<file path="config.mk">
export PLATFORM = sky130hd
export DESIGN_NAME = qspi_ddr_ctrl
export DESIGN_NICKNAME = d
export VERILOG_FILES = /design/src/rtl/qspi_ddr_pkg.sv /design/src/rtl/qspi_ddr_seq.sv /design/src/rtl/qspi_ddr_tx.sv /design/src/rtl/qspi_ddr_rx.sv /design/src/rtl/qspi_ddr_ctrl.sv
export SDC_FILE = /design/constraint.sdc
export NUM_CORES = 1
export LEC_CHECK = 0
export ABC_AREA = 1
export CAP_MARGIN = 25
export CORE_MARGIN = 3
export CORE_UTILIZATION = 35
export DETAILED_ROUTE_END_ITERATION = 7
export PLACE_DENSITY_LB_ADDON = 0.1
export SLEW_MARGIN = 20
export SYNTH_ARGS = -nofsm -noshare
export SYNTH_HDL_FRONTEND = slang
export SYNTH_HIERARCHICAL = 1
export SYNTH_SLANG_ARGS = --single-unit
export TNS_END_PERCENT = 30
</file>
<file path="constraint.sdc">
create_clock -name clk_i -period 1.92 [get_ports clk_i]
set_input_delay 0.288 -clock clk_i [delete_from_list [all_inputs] [get_ports clk_i]]
set_output_delay 0.288 -clock clk_i [all_outputs]
set_load 0.03 [all_outputs]
</file>
<file path="src/rtl/qspi_ddr_pkg.sv">
package qspi_ddr_pkg;
  typedef enum logic [2:0] {
    ST_IDLE, ST_START, ST_CMD, ST_ADDR, ST_LAT, ST_WDATA, ST_RDATA, ST_END
  } state_e;
  localparam int NIB_W  = 4;
  localparam int BYTE_W = 8;
endpackage

</file>
<file path="src/rtl/qspi_ddr_seq.sv">
module qspi_ddr_seq
  import qspi_ddr_pkg::*;
#(
  parameter int OP_W      = 8,
  parameter int ADDR_NIBS = 6,
  parameter int LEN_W     = 8,
  parameter int LAT_W     = 4,
  parameter int CNT_W     = 10
) (
  input  logic             clk_i,
  input  logic             rst_ni,
  input  logic             req_i,
  input  logic             write_i,
  input  logic [LAT_W-1:0] lat_i,
  input  logic [LEN_W-1:0] len_i,
  output state_e           state_o,
  output logic             cnt_lsb_o,
  output logic             start_o,
  output logic             launch_o,
  output logic             sck_tgl_o,
  output logic             cs_n_o,
  output logic             sck_o,
  output logic             busy_o
);
  state_e           state_q, nxt;
  logic             ph_q, cs_n_q, sck_q, busy_q, write_q, active;
  logic [CNT_W-1:0] cnt_q, last;
  logic [LAT_W-1:0] lat_q;
  logic [LEN_W-1:0] len_q;
  logic             len_zero, lat_zero;

  assign active   = state_q inside {ST_CMD, ST_ADDR, ST_LAT, ST_WDATA, ST_RDATA};
  assign len_zero = (len_q == '0);
  assign lat_zero = (lat_q == '0);

  // edge budget of the current phase and its successor
  always_comb begin
    last = '0;
    nxt  = ST_END;
    case (state_q)
      ST_CMD: begin
        last = CNT_W'(2*OP_W-1);
        nxt  = ST_ADDR;
      end
      ST_ADDR: begin
        last = CNT_W'(ADDR_NIBS-1);
        if (write_q)        nxt = len_zero ? ST_END : ST_WDATA;
        else if (!lat_zero) nxt = ST_LAT;
        else                nxt = len_zero ? ST_END : ST_RDATA;
      end
      ST_LAT: begin
        last = CNT_W'({lat_q, 1'b0}) - CNT_W'(1);
        nxt  = len_zero ? ST_END : ST_RDATA;
      end
      ST_WDATA, ST_RDATA: begin
        last = CNT_W'({len_q, 1'b0}) - CNT_W'(1);
        nxt  = ST_END;
      end
      default: ;
    endcase
  end

  always_ff @(posedge clk_i or negedge rst_ni) begin
    if (!rst_ni) begin
      state_q <= ST_IDLE;
      ph_q    <= 1'b0;
      cnt_q   <= '0;
      cs_n_q  <= 1'b1;
      sck_q   <= 1'b0;
      busy_q  <= 1'b0;
      write_q <= 1'b0;
      lat_q   <= '0;
      len_q   <= '0;
    end else begin
      case (state_q)
        ST_IDLE: if (req_i) begin
          state_q <= ST_START;
          busy_q  <= 1'b1;
          write_q <= write_i;
          lat_q   <= lat_i;
          len_q   <= len_i;
        end
        ST_START: begin
          cs_n_q  <= 1'b0;
          state_q <= ST_CMD;
          ph_q    <= 1'b0;
          cnt_q   <= '0;
        end
        ST_END: begin
          cs_n_q  <= 1'b1;
          busy_q  <= 1'b0;
          state_q <= ST_IDLE;
        end
        default: begin
          ph_q <= ~ph_q;
          if (ph_q) begin
            sck_q <= ~sck_q;
            if (cnt_q == last) begin
              cnt_q   <= '0;
              state_q <= nxt;
            end else begin
              cnt_q <= cnt_q + CNT_W'(1);
            end
          end
        end
      endcase
    end
  end

  assign state_o   = state_q;
  assign cnt_lsb_o = cnt_q[0];
  assign start_o   = (state_q == ST_IDLE) && req_i;
  assign launch_o  = active && !ph_q;
  assign sck_tgl_o = active && ph_q;
  assign cs_n_o    = cs_n_q;
  assign sck_o     = sck_q;
  assign busy_o    = busy_q;

  a_r2_cs_after_busy: assert property (@(posedge clk_i) disable iff (!rst_ni)
    $rose(busy_q) |=> $fell(cs_n_q));
  a_r4_half_rate: assert property (@(posedge clk_i) disable iff (!rst_ni)
    !$stable(sck_q) |=> $stable(sck_q));
  a_r10_clock_parked: assert property (@(posedge clk_i) disable iff (!rst_ni)
    cs_n_q |-> !sck_q);
  a_r11_busy_with_cs: assert property (@(posedge clk_i) disable iff (!rst_ni)
    $rose(cs_n_q) |-> !busy_q);
endmodule

</file>
<file path="src/rtl/qspi_ddr_tx.sv">
module qspi_ddr_tx
  import qspi_ddr_pkg::*;
#(
  parameter int OP_W   = 8,
  parameter int ADDR_W = 24
) (
  input  logic              clk_i,
  input  logic              rst_ni,
  input  logic              start_i,
  input  logic              launch_i,
  input  state_e            state_i,
  input  logic              cnt_lsb_i,
  input  logic [OP_W-1:0]   opcode_i,
  input  logic [ADDR_W-1:0] addr_i,
  input  logic [BYTE_W-1:0] wr_data_i,
  output logic [NIB_W-1:0]  dq_o,
  output logic [NIB_W-1:0]  dq_oe_o,
  output logic              wr_pop_o
);
  logic [OP_W-1:0]   op_q;
  logic [ADDR_W-1:0] addr_q;
  logic [NIB_W-1:0]  lo_q;

  always_ff @(posedge clk_i or negedge rst_ni) begin
    if (!rst_ni) begin
      op_q     <= '0;
      addr_q   <= '0;
      lo_q     <= '0;
      dq_o     <= '0;
      dq_oe_o  <= '0;
      wr_pop_o <= 1'b0;
    end else begin
      wr_pop_o <= 1'b0;
      if (start_i) begin
        op_q   <= opcode_i;
        addr_q <= addr_i;
      end
      if (state_i == ST_END) begin
        dq_o    <= '0;
        dq_oe_o <= '0;
      end else if (launch_i) begin
        case (state_i)
          ST_CMD: if (!cnt_lsb_i) begin
            dq_o    <= {{(NIB_W-1){1'b0}}, op_q[OP_W-1]};
            op_q    <= {op_q[OP_W-2:0], 1'b0};
            dq_oe_o <= 4'b0001;
          end
          ST_ADDR: begin
            dq_o    <= addr_q[ADDR_W-1 -: NIB_W];
            addr_q  <= addr_q << NIB_W;
            dq_oe_o <= '1;
          end
          ST_WDATA: begin
            dq_oe_o <= '1;
            if (!cnt_lsb_i) begin
              dq_o     <= wr_data_i[BYTE_W-1 -: NIB_W];
              lo_q     <= wr_data_i[NIB_W-1:0];
              wr_pop_o <= 1'b1;
            end else begin
              dq_o <= lo_q;
            end
          end
          default: begin // latency and read data: bus released
            dq_o    <= '0;
            dq_oe_o <= '0;
          end
        endcase
      end
    end
  end

  a_r3_cmd_single_line: assert property (@(posedge clk_i) disable iff (!rst_ni)
    (launch_i && state_i == ST_CMD && !cnt_lsb_i) |=> (dq_oe_o == 4'b0001));
  a_r6_turnaround_hiz: assert property (@(posedge clk_i) disable iff (!rst_ni)
    (launch_i && (state_i == ST_LAT || state_i == ST_RDATA)) |=> (dq_oe_o == '0));
endmodule

</file>
<file path="src/rtl/qspi_ddr_rx.sv">
module qspi_ddr_rx
  import qspi_ddr_pkg::*;
(
  input  logic              clk_i,
  input  logic              rst_ni,
  input  logic              start_i,
  input  logic              sck_tgl_i,
  input  state_e            state_i,
  input  logic [NIB_W-1:0]  dq_i,
  output logic [BYTE_W-1:0] rd_data_o,
  output logic              rd_valid_o
);
  logic             cap_q, half_q;
  logic [NIB_W-1:0] hi_q;

  always_ff @(posedge clk_i or negedge rst_ni) begin
    if (!rst_ni) begin
      cap_q      <= 1'b0;
      half_q     <= 1'b0;
      hi_q       <= '0;
      rd_data_o  <= '0;
      rd_valid_o <= 1'b0;
    end else begin
      rd_valid_o <= 1'b0;
      // sample one core cycle after each data edge
      cap_q <= sck_tgl_i && (state_i == ST_RDATA);
      if (start_i) half_q <= 1'b0;
      if (cap_q) begin
        if (!half_q) begin
          hi_q   <= dq_i;
          half_q <= 1'b1;
        end else begin
          rd_data_o  <= {hi_q, dq_i};
          rd_valid_o <= 1'b1;
          half_q     <= 1'b0;
        end
      end
    end
  end

  a_r7_valid_single: assert property (@(posedge clk_i) disable iff (!rst_ni)
    rd_valid_o |=> !rd_valid_o);
endmodule

</file>
<file path="src/rtl/qspi_ddr_ctrl.sv">
module qspi_ddr_ctrl
  import qspi_ddr_pkg::*;
#(
  parameter int LEN_W  = 8,
  parameter int OP_W   = 8,
  parameter int ADDR_W = 24,
  parameter int LAT_W  = 4
) (
  input  logic              clk_i,
  input  logic              rst_ni,
  input  logic              req_i,
  input  logic              write_i,
  input  logic [OP_W-1:0]   opcode_i,
  input  logic [ADDR_W-1:0] addr_i,
  input  logic [LEN_W-1:0]  len_i,
  input  logic [LAT_W-1:0]  lat_i,
  output logic              busy_o,
  input  logic [7:0]        wr_data_i,
  output logic              wr_pop_o,
  output logic [7:0]        rd_data_o,
  output logic              rd_valid_o,
  output logic              cs_n_o,
  output logic              sck_o,
  output logic [3:0]        dq_o,
  output logic [3:0]        dq_oe_o,
  input  logic [3:0]        dq_i
);
  localparam int ADDR_NIBS = ADDR_W / NIB_W;
  localparam int MAX_LL    = (LEN_W > LAT_W) ? LEN_W : LAT_W;
  localparam int OP_BITS   = $clog2(2*OP_W) + 1;
  localparam int CNT_W     = (MAX_LL + 2 > OP_BITS) ? MAX_LL + 2 : OP_BITS;

  state_e state;
  logic   cnt_lsb, start, launch, sck_tgl;

  qspi_ddr_seq #(
    .OP_W(OP_W), .ADDR_NIBS(ADDR_NIBS), .LEN_W(LEN_W), .LAT_W(LAT_W), .CNT_W(CNT_W)
  ) u_seq (
    .clk_i, .rst_ni, .req_i, .write_i, .lat_i, .len_i,
    .state_o(state), .cnt_lsb_o(cnt_lsb), .start_o(start), .launch_o(launch),
    .sck_tgl_o(sck_tgl), .cs_n_o, .sck_o, .busy_o
  );

  qspi_ddr_tx #(.OP_W(OP_W), .ADDR_W(ADDR_W)) u_tx (
    .clk_i, .rst_ni, .start_i(start), .launch_i(launch), .state_i(state),
    .cnt_lsb_i(cnt_lsb), .opcode_i, .addr_i, .wr_data_i, .dq_o, .dq_oe_o, .wr_pop_o
  );

  qspi_ddr_rx u_rx (
    .clk_i, .rst_ni, .start_i(start), .sck_tgl_i(sck_tgl), .state_i(state),
    .dq_i, .rd_data_o, .rd_valid_o
  );

  // pop tally per transaction, kept apart from the sequencer's own count
  logic [LEN_W:0]   pops_q;
  logic [LEN_W-1:0] len_chk_q;
  always_ff @(posedge clk_i or negedge rst_ni) begin
    if (!rst_ni) begin
      pops_q    <= '0;
      len_chk_q <= '0;
    end else if (start) begin
      pops_q    <= '0;
      len_chk_q <= len_i;
    end else if (wr_pop_o) begin
      pops_q <= pops_q + 1'b1;
    end
  end

  a_r8_no_over_pop: assert property (@(posedge clk_i) disable iff (!rst_ni)
    pops_q <= {1'b0, len_chk_q});
endmodule

</file>
==> load_flow_metrics.sql <==
INSERT INTO impl_metrics (metric_group, metric, value, unit) VALUES
('status', 'status', 'complete, no violations', ''),
('setup_path', 'timing.critical_path.slowest_stage_cell', 'sky130_fd_sc_hd__dfrtp_2', ''),
('setup_path', 'critical_path.reg2reg.startpoint', 'u_seq/state_o[1]$_DFFE_PN0P_', ''),
('global_route', 'global_route.peak_usage_layer', 'met2', ''),
('drt', 'drt_first_pass_iters', '4', ''),
('placed_design', 'dp_hpwl', '8.41', 'mm'),
('floorplanning', 'die_y', '123', 'µm'),
('floorplanning', 'floorplan.die_area', '15200', 'µm²'),
('cts', 'cts.sinks', '88', ''),
('timing', 'post-route-worst-setup-slack', '0.00826', 'ns'),
('global_route', 'grt_pass1_wl', '20.1', 'mm'),
('setup_path', 'cp_max_fo', '7', ''),
('setup_path', 'crit_path_arrival_time', '2.14', 'ns'),
('logic_synthesis', 'async_reset_ff_share', '100', '%'),
('timing', 'finalWorstPathRequiredPeriod', '1.91', 'ns'),
('pwr', 'power_share_of_the_sequential_group', '31.4', '%'),
('logic_synthesis', 'synth_fp_nets', '710', ''),
('setup_path', 'worst-endpoint-required', '2.15', 'ns'),
('timing', 'finalMaxSlewViolations', '0', ''),
('setup_path', 'endpoint_class_of_the_critical_path', 'register', ''),
('logic_synthesis', 'ys_ff_latch', '88', ''),
('floorplanning', 'num_io_pins', '81', ''),
('drt', 'detail_route.wl_per_cell', '12.5', 'µm'),
('placed_design', 'dpl_worst_slack', '-0.0340', 'ns'),
('placed_design', 'gp_congestion', '0.797', ''),
('setup_path', 'setup.worst_path.start_class', 'register', ''),
('global_route', 'grt_use_met3', '3.84', '%'),
('global_route', 'met2_usage', '28.8', '%'),
('setup_path', 'r2r-end', 'u_seq/state_o[2]$_DFFE_PN0P_', ''),
('layout', 'syn_to_final_growth', '34.1', '%'),
('global_route', 'grt.total_usage', '16.5', '%'),
('drt', 'initialDrtViolationCount', '296', ''),
('pwr', 'vdd.ir_drop.worst', '0.000757', 'V'),
('placed_design', 'detailed_place.area', '5900', 'µm²'),
('layout', 'mostFrequentLayoutCell', 'sky130_fd_sc_hd__nand2_1', ''),
('cts', 'cts_max_path_buffers', '2', ''),
('timing', 'finalHoldViolCount', '0', ''),
('drt', 'vias_per_cell', '4.63', ''),
('pwr', 'pwr-share-clk', '16.7', '%'),
('setup_path', 'timing.reg2reg.setup_slack', '0.008', 'ns'),
('floorplanning', 'rows', '42', ''),
('run', 'timing.max_cap.violations', '0', ''),
('layout', 'most-common-layout-cells', '259 x sky130_fd_sc_hd__nand2_1, 84 x sky130_fd_sc_hd__dfrtp_1, 79 x sky130_fd_sc_hd__clkdlybuf4s50_1', ''),
('setup_path', 'path_class', 'reg -> reg', ''),
('global_route', 'grt_pass1_vias', '4448', ''),
('global_route', 'grt_use_met1', '19.9', '%'),
('timing', 'rsz0062_at_grt', 'yes', ''),
('timing', 'max_clock_freq', '523', 'MHz'),
('pwr', 'switching_share', '44.0', '%'),
('cts', 'cts_buffers', '9', ''),
('logic_synthesis', 'cell_area_after_synthesis', '4810', 'µm²'),
('pwr', 'comb_power_share', '52.0', '%'),
('layout', 'antenna_cells_inserted', '0', ''),
('timing', 'hold-worst-slack', '0.389', 'ns'),
('layout', 'fraction_of_final_layout_cells_sized_beyond_drive_strength_1', '18.0', '%'),
('cts', 'cts_root_buffer_type', 'sky130_fd_sc_hd__clkbuf_16', ''),
('floorplanning', 'initial_cell_density_of_the_core', '36.1', '%'),
('layout', 'layout.nets', '820', ''),
('placed_design', 'buffer_ports.inserted', '80', ''),
('logic_synthesis', 'synth_enable_flop_cells', '0', ''),
('worst_hold_path', 'min_path_type', 'in -> async', ''),
('pwr', 'p_sw', '0.00434', 'W'),
('pwr', 'internal-power', '0.00553', 'W'),
('timing', 'fin_skew', '0.00678', 'ns'),
('drt', 'vias', '4345', ''),
('cts', 'clock_edge_transition_at_the_registers_on_the_reported_setup_and_hold_paths', '0.06', 'ns'),
('global_route', 'pin_count_of_the_biggest_net_entering_global_routing', '49', ''),
('drt', 'drtAntennaViolNets', '0', ''),
('drt', 'routed_wirelength', '11.8', 'mm'),
('logic_synthesis', 'postSynthAreaPerCell', '7.44', 'µm²'),
('setup_path', 'critical-path-max-stage-delay', '0.46', 'ns');
## power by group through the flow
stage	Combinational (W)	Sequential [W]	Clock [W]
floorplan	0.00302	0.00323	0
detailed placement	0.00456	0.00308	0
global placement	0.00446	0.00307	0
CTS	0.00491	0.00306	0.00172
finish	0.00512	0.00309	0.00164
global route	0.00579	0.00320	0.00178
## logic make-up (layout without fill, tap and decap cells)
| group | after synthesis | count (layout) | share of synthesized area, % |
|---|---|---|---|
| AO/OA/AOI/OAI | 77 | 77 | 9.57 |
| AND/OR/NAND/NOR | 372 | 373 | 33.0 |
| XOR/XNOR | 9 | 9 | 1.64 |
| adder cells (fa/ha/maj) | 3 | 3 | 0.780 |
| buffers and inverters | 98 | 212 | 9.20 |
| flip-flops | 88 | 88 | 45.8 |
## cells in the mapped netlist, types with 2 or more instances
| cell type | number | area, µm² |
|---|---|---|
| sky130_fd_sc_hd__o21ai_0 | 53 | 265 |
| sky130_fd_sc_hd__nand3b_1 | 4 | 30.0 |
| sky130_fd_sc_hd__nand2_2 | 5 | 31.3 |
| sky130_fd_sc_hd__inv_1 | 68 | 255 |
| sky130_fd_sc_hd__clkbuf_1 | 7 | 26.3 |
| sky130_fd_sc_hd__inv_2 | 8 | 30.0 |
| sky130_fd_sc_hd__nor2_2 | 8 | 50.1 |
| sky130_fd_sc_hd__dfrtp_1 | 87 | 2180 |
| sky130_fd_sc_hd__xor2_1 | 8 | 70.1 |
| sky130_fd_sc_hd__a21oi_1 | 2 | 10.0 |
| sky130_fd_sc_hd__o21ai_1 | 2 | 10.0 |
| sky130_fd_sc_hd__buf_4 | 4 | 30.0 |
| sky130_fd_sc_hd__nor3_1 | 4 | 20.0 |
| sky130_fd_sc_hd__o21ai_2 | 19 | 166 |
| sky130_fd_sc_hd__nand2_4 | 5 | 56.3 |
| sky130_fd_sc_hd__nor2_1 | 21 | 78.8 |
| sky130_fd_sc_hd__buf_6 | 6 | 67.6 |
| sky130_fd_sc_hd__nor2_4 | 2 | 22.5 |
| sky130_fd_sc_hd__ha_1 | 3 | 37.5 |
| sky130_fd_sc_hd__nand4_1 | 7 | 43.8 |
| sky130_fd_sc_hd__buf_2 | 2 | 10.0 |
| sky130_fd_sc_hd__nand2_1 | 267 | 1000 |
| sky130_fd_sc_hd__nand3_1 | 46 | 230 |
## stage by stage
step / utilization [%] / power, W / TNS (ns)
after floorplan: - / 0.00625 / -0.241
after global placement: 44.2 / 0.00753 / 0
after detailed placement: 44.2 / 0.00764 / -0.0910
after CTS: 47.5 / 0.00968 / 0
after global routing: 48.4 / 0.0108 / -0.918
final: 48.4 / 0.00986 / 0
## area by class of cell
class,count,area (µm²)
clock inverter,4,30.0
timing repair inverter,2,15.0
fill,1363,6890
inverter,78,305
clock buffer,12,246
sequential,88,2210
tap,176,220
multi-input combinational,462,2300
timing repair buffer,116,1120
## sequential cells by signal, indices dropped and copies added, names as in the netlist, 2 cells and up
name	flops
u_tx/addr_q	24
u_seq/cnt_q	10
u_rx/rd_data_o	8
u_seq/len_q	8
u_tx/op_q	8
u_rx/hi_q	4
u_seq/lat_q	4
u_tx/dq_o	4
u_tx/lo_q	4
u_seq/state_o	3
u_tx/dq_oe_o	2
## how the worst max path moves through the flow
stage	startpoint	depth (start not counted)	slack, ns	end
floorplan	u_seq/state_o[1]$_DFFE_PN0P_	12	-0.02	u_tx/addr_q[0]$_DFF_PN0_
global placement	u_seq/lat_q[0]$_DFFE_PN0P_	14	0.009	u_seq/state_o[2]$_DFFE_PN0P_
detailed placement	u_seq/lat_q[0]$_DFFE_PN0P_	14	-0.03	u_seq/state_o[0]$_DFFE_PN0P_
CTS	u_seq/state_o[0]$_DFFE_PN0P_	14	0.002	u_seq/state_o[2]$_DFFE_PN0P_
global route	u_seq/state_o[0]$_DFFE_PN0P_	14	-0.14	u_seq/state_o[1]$_DFFE_PN0P_
finish	u_seq/state_o[1]$_DFFE_PN0P_	14	0.008	u_seq/state_o[2]$_DFFE_PN0P_
## timing repair
action / 4_1_cts / 5_1_grt
endpoints found under the hold margin: 23 / 0
hold buffers: 1 / 0
setup endpoints to repair: 3 / 44
pin swaps: 14 / 16
buffers inserted: 12 / 0
gates cloned: 1 / 2
gates resized for setup: 18 / 40
## metal layers
metal	share of wire [%]	routed length, µm
met2	50	5930
met1	43	5080
met4	2.2	255
met3	4.2	493
met5	0	0
Power figures use the tool's default switching activity.
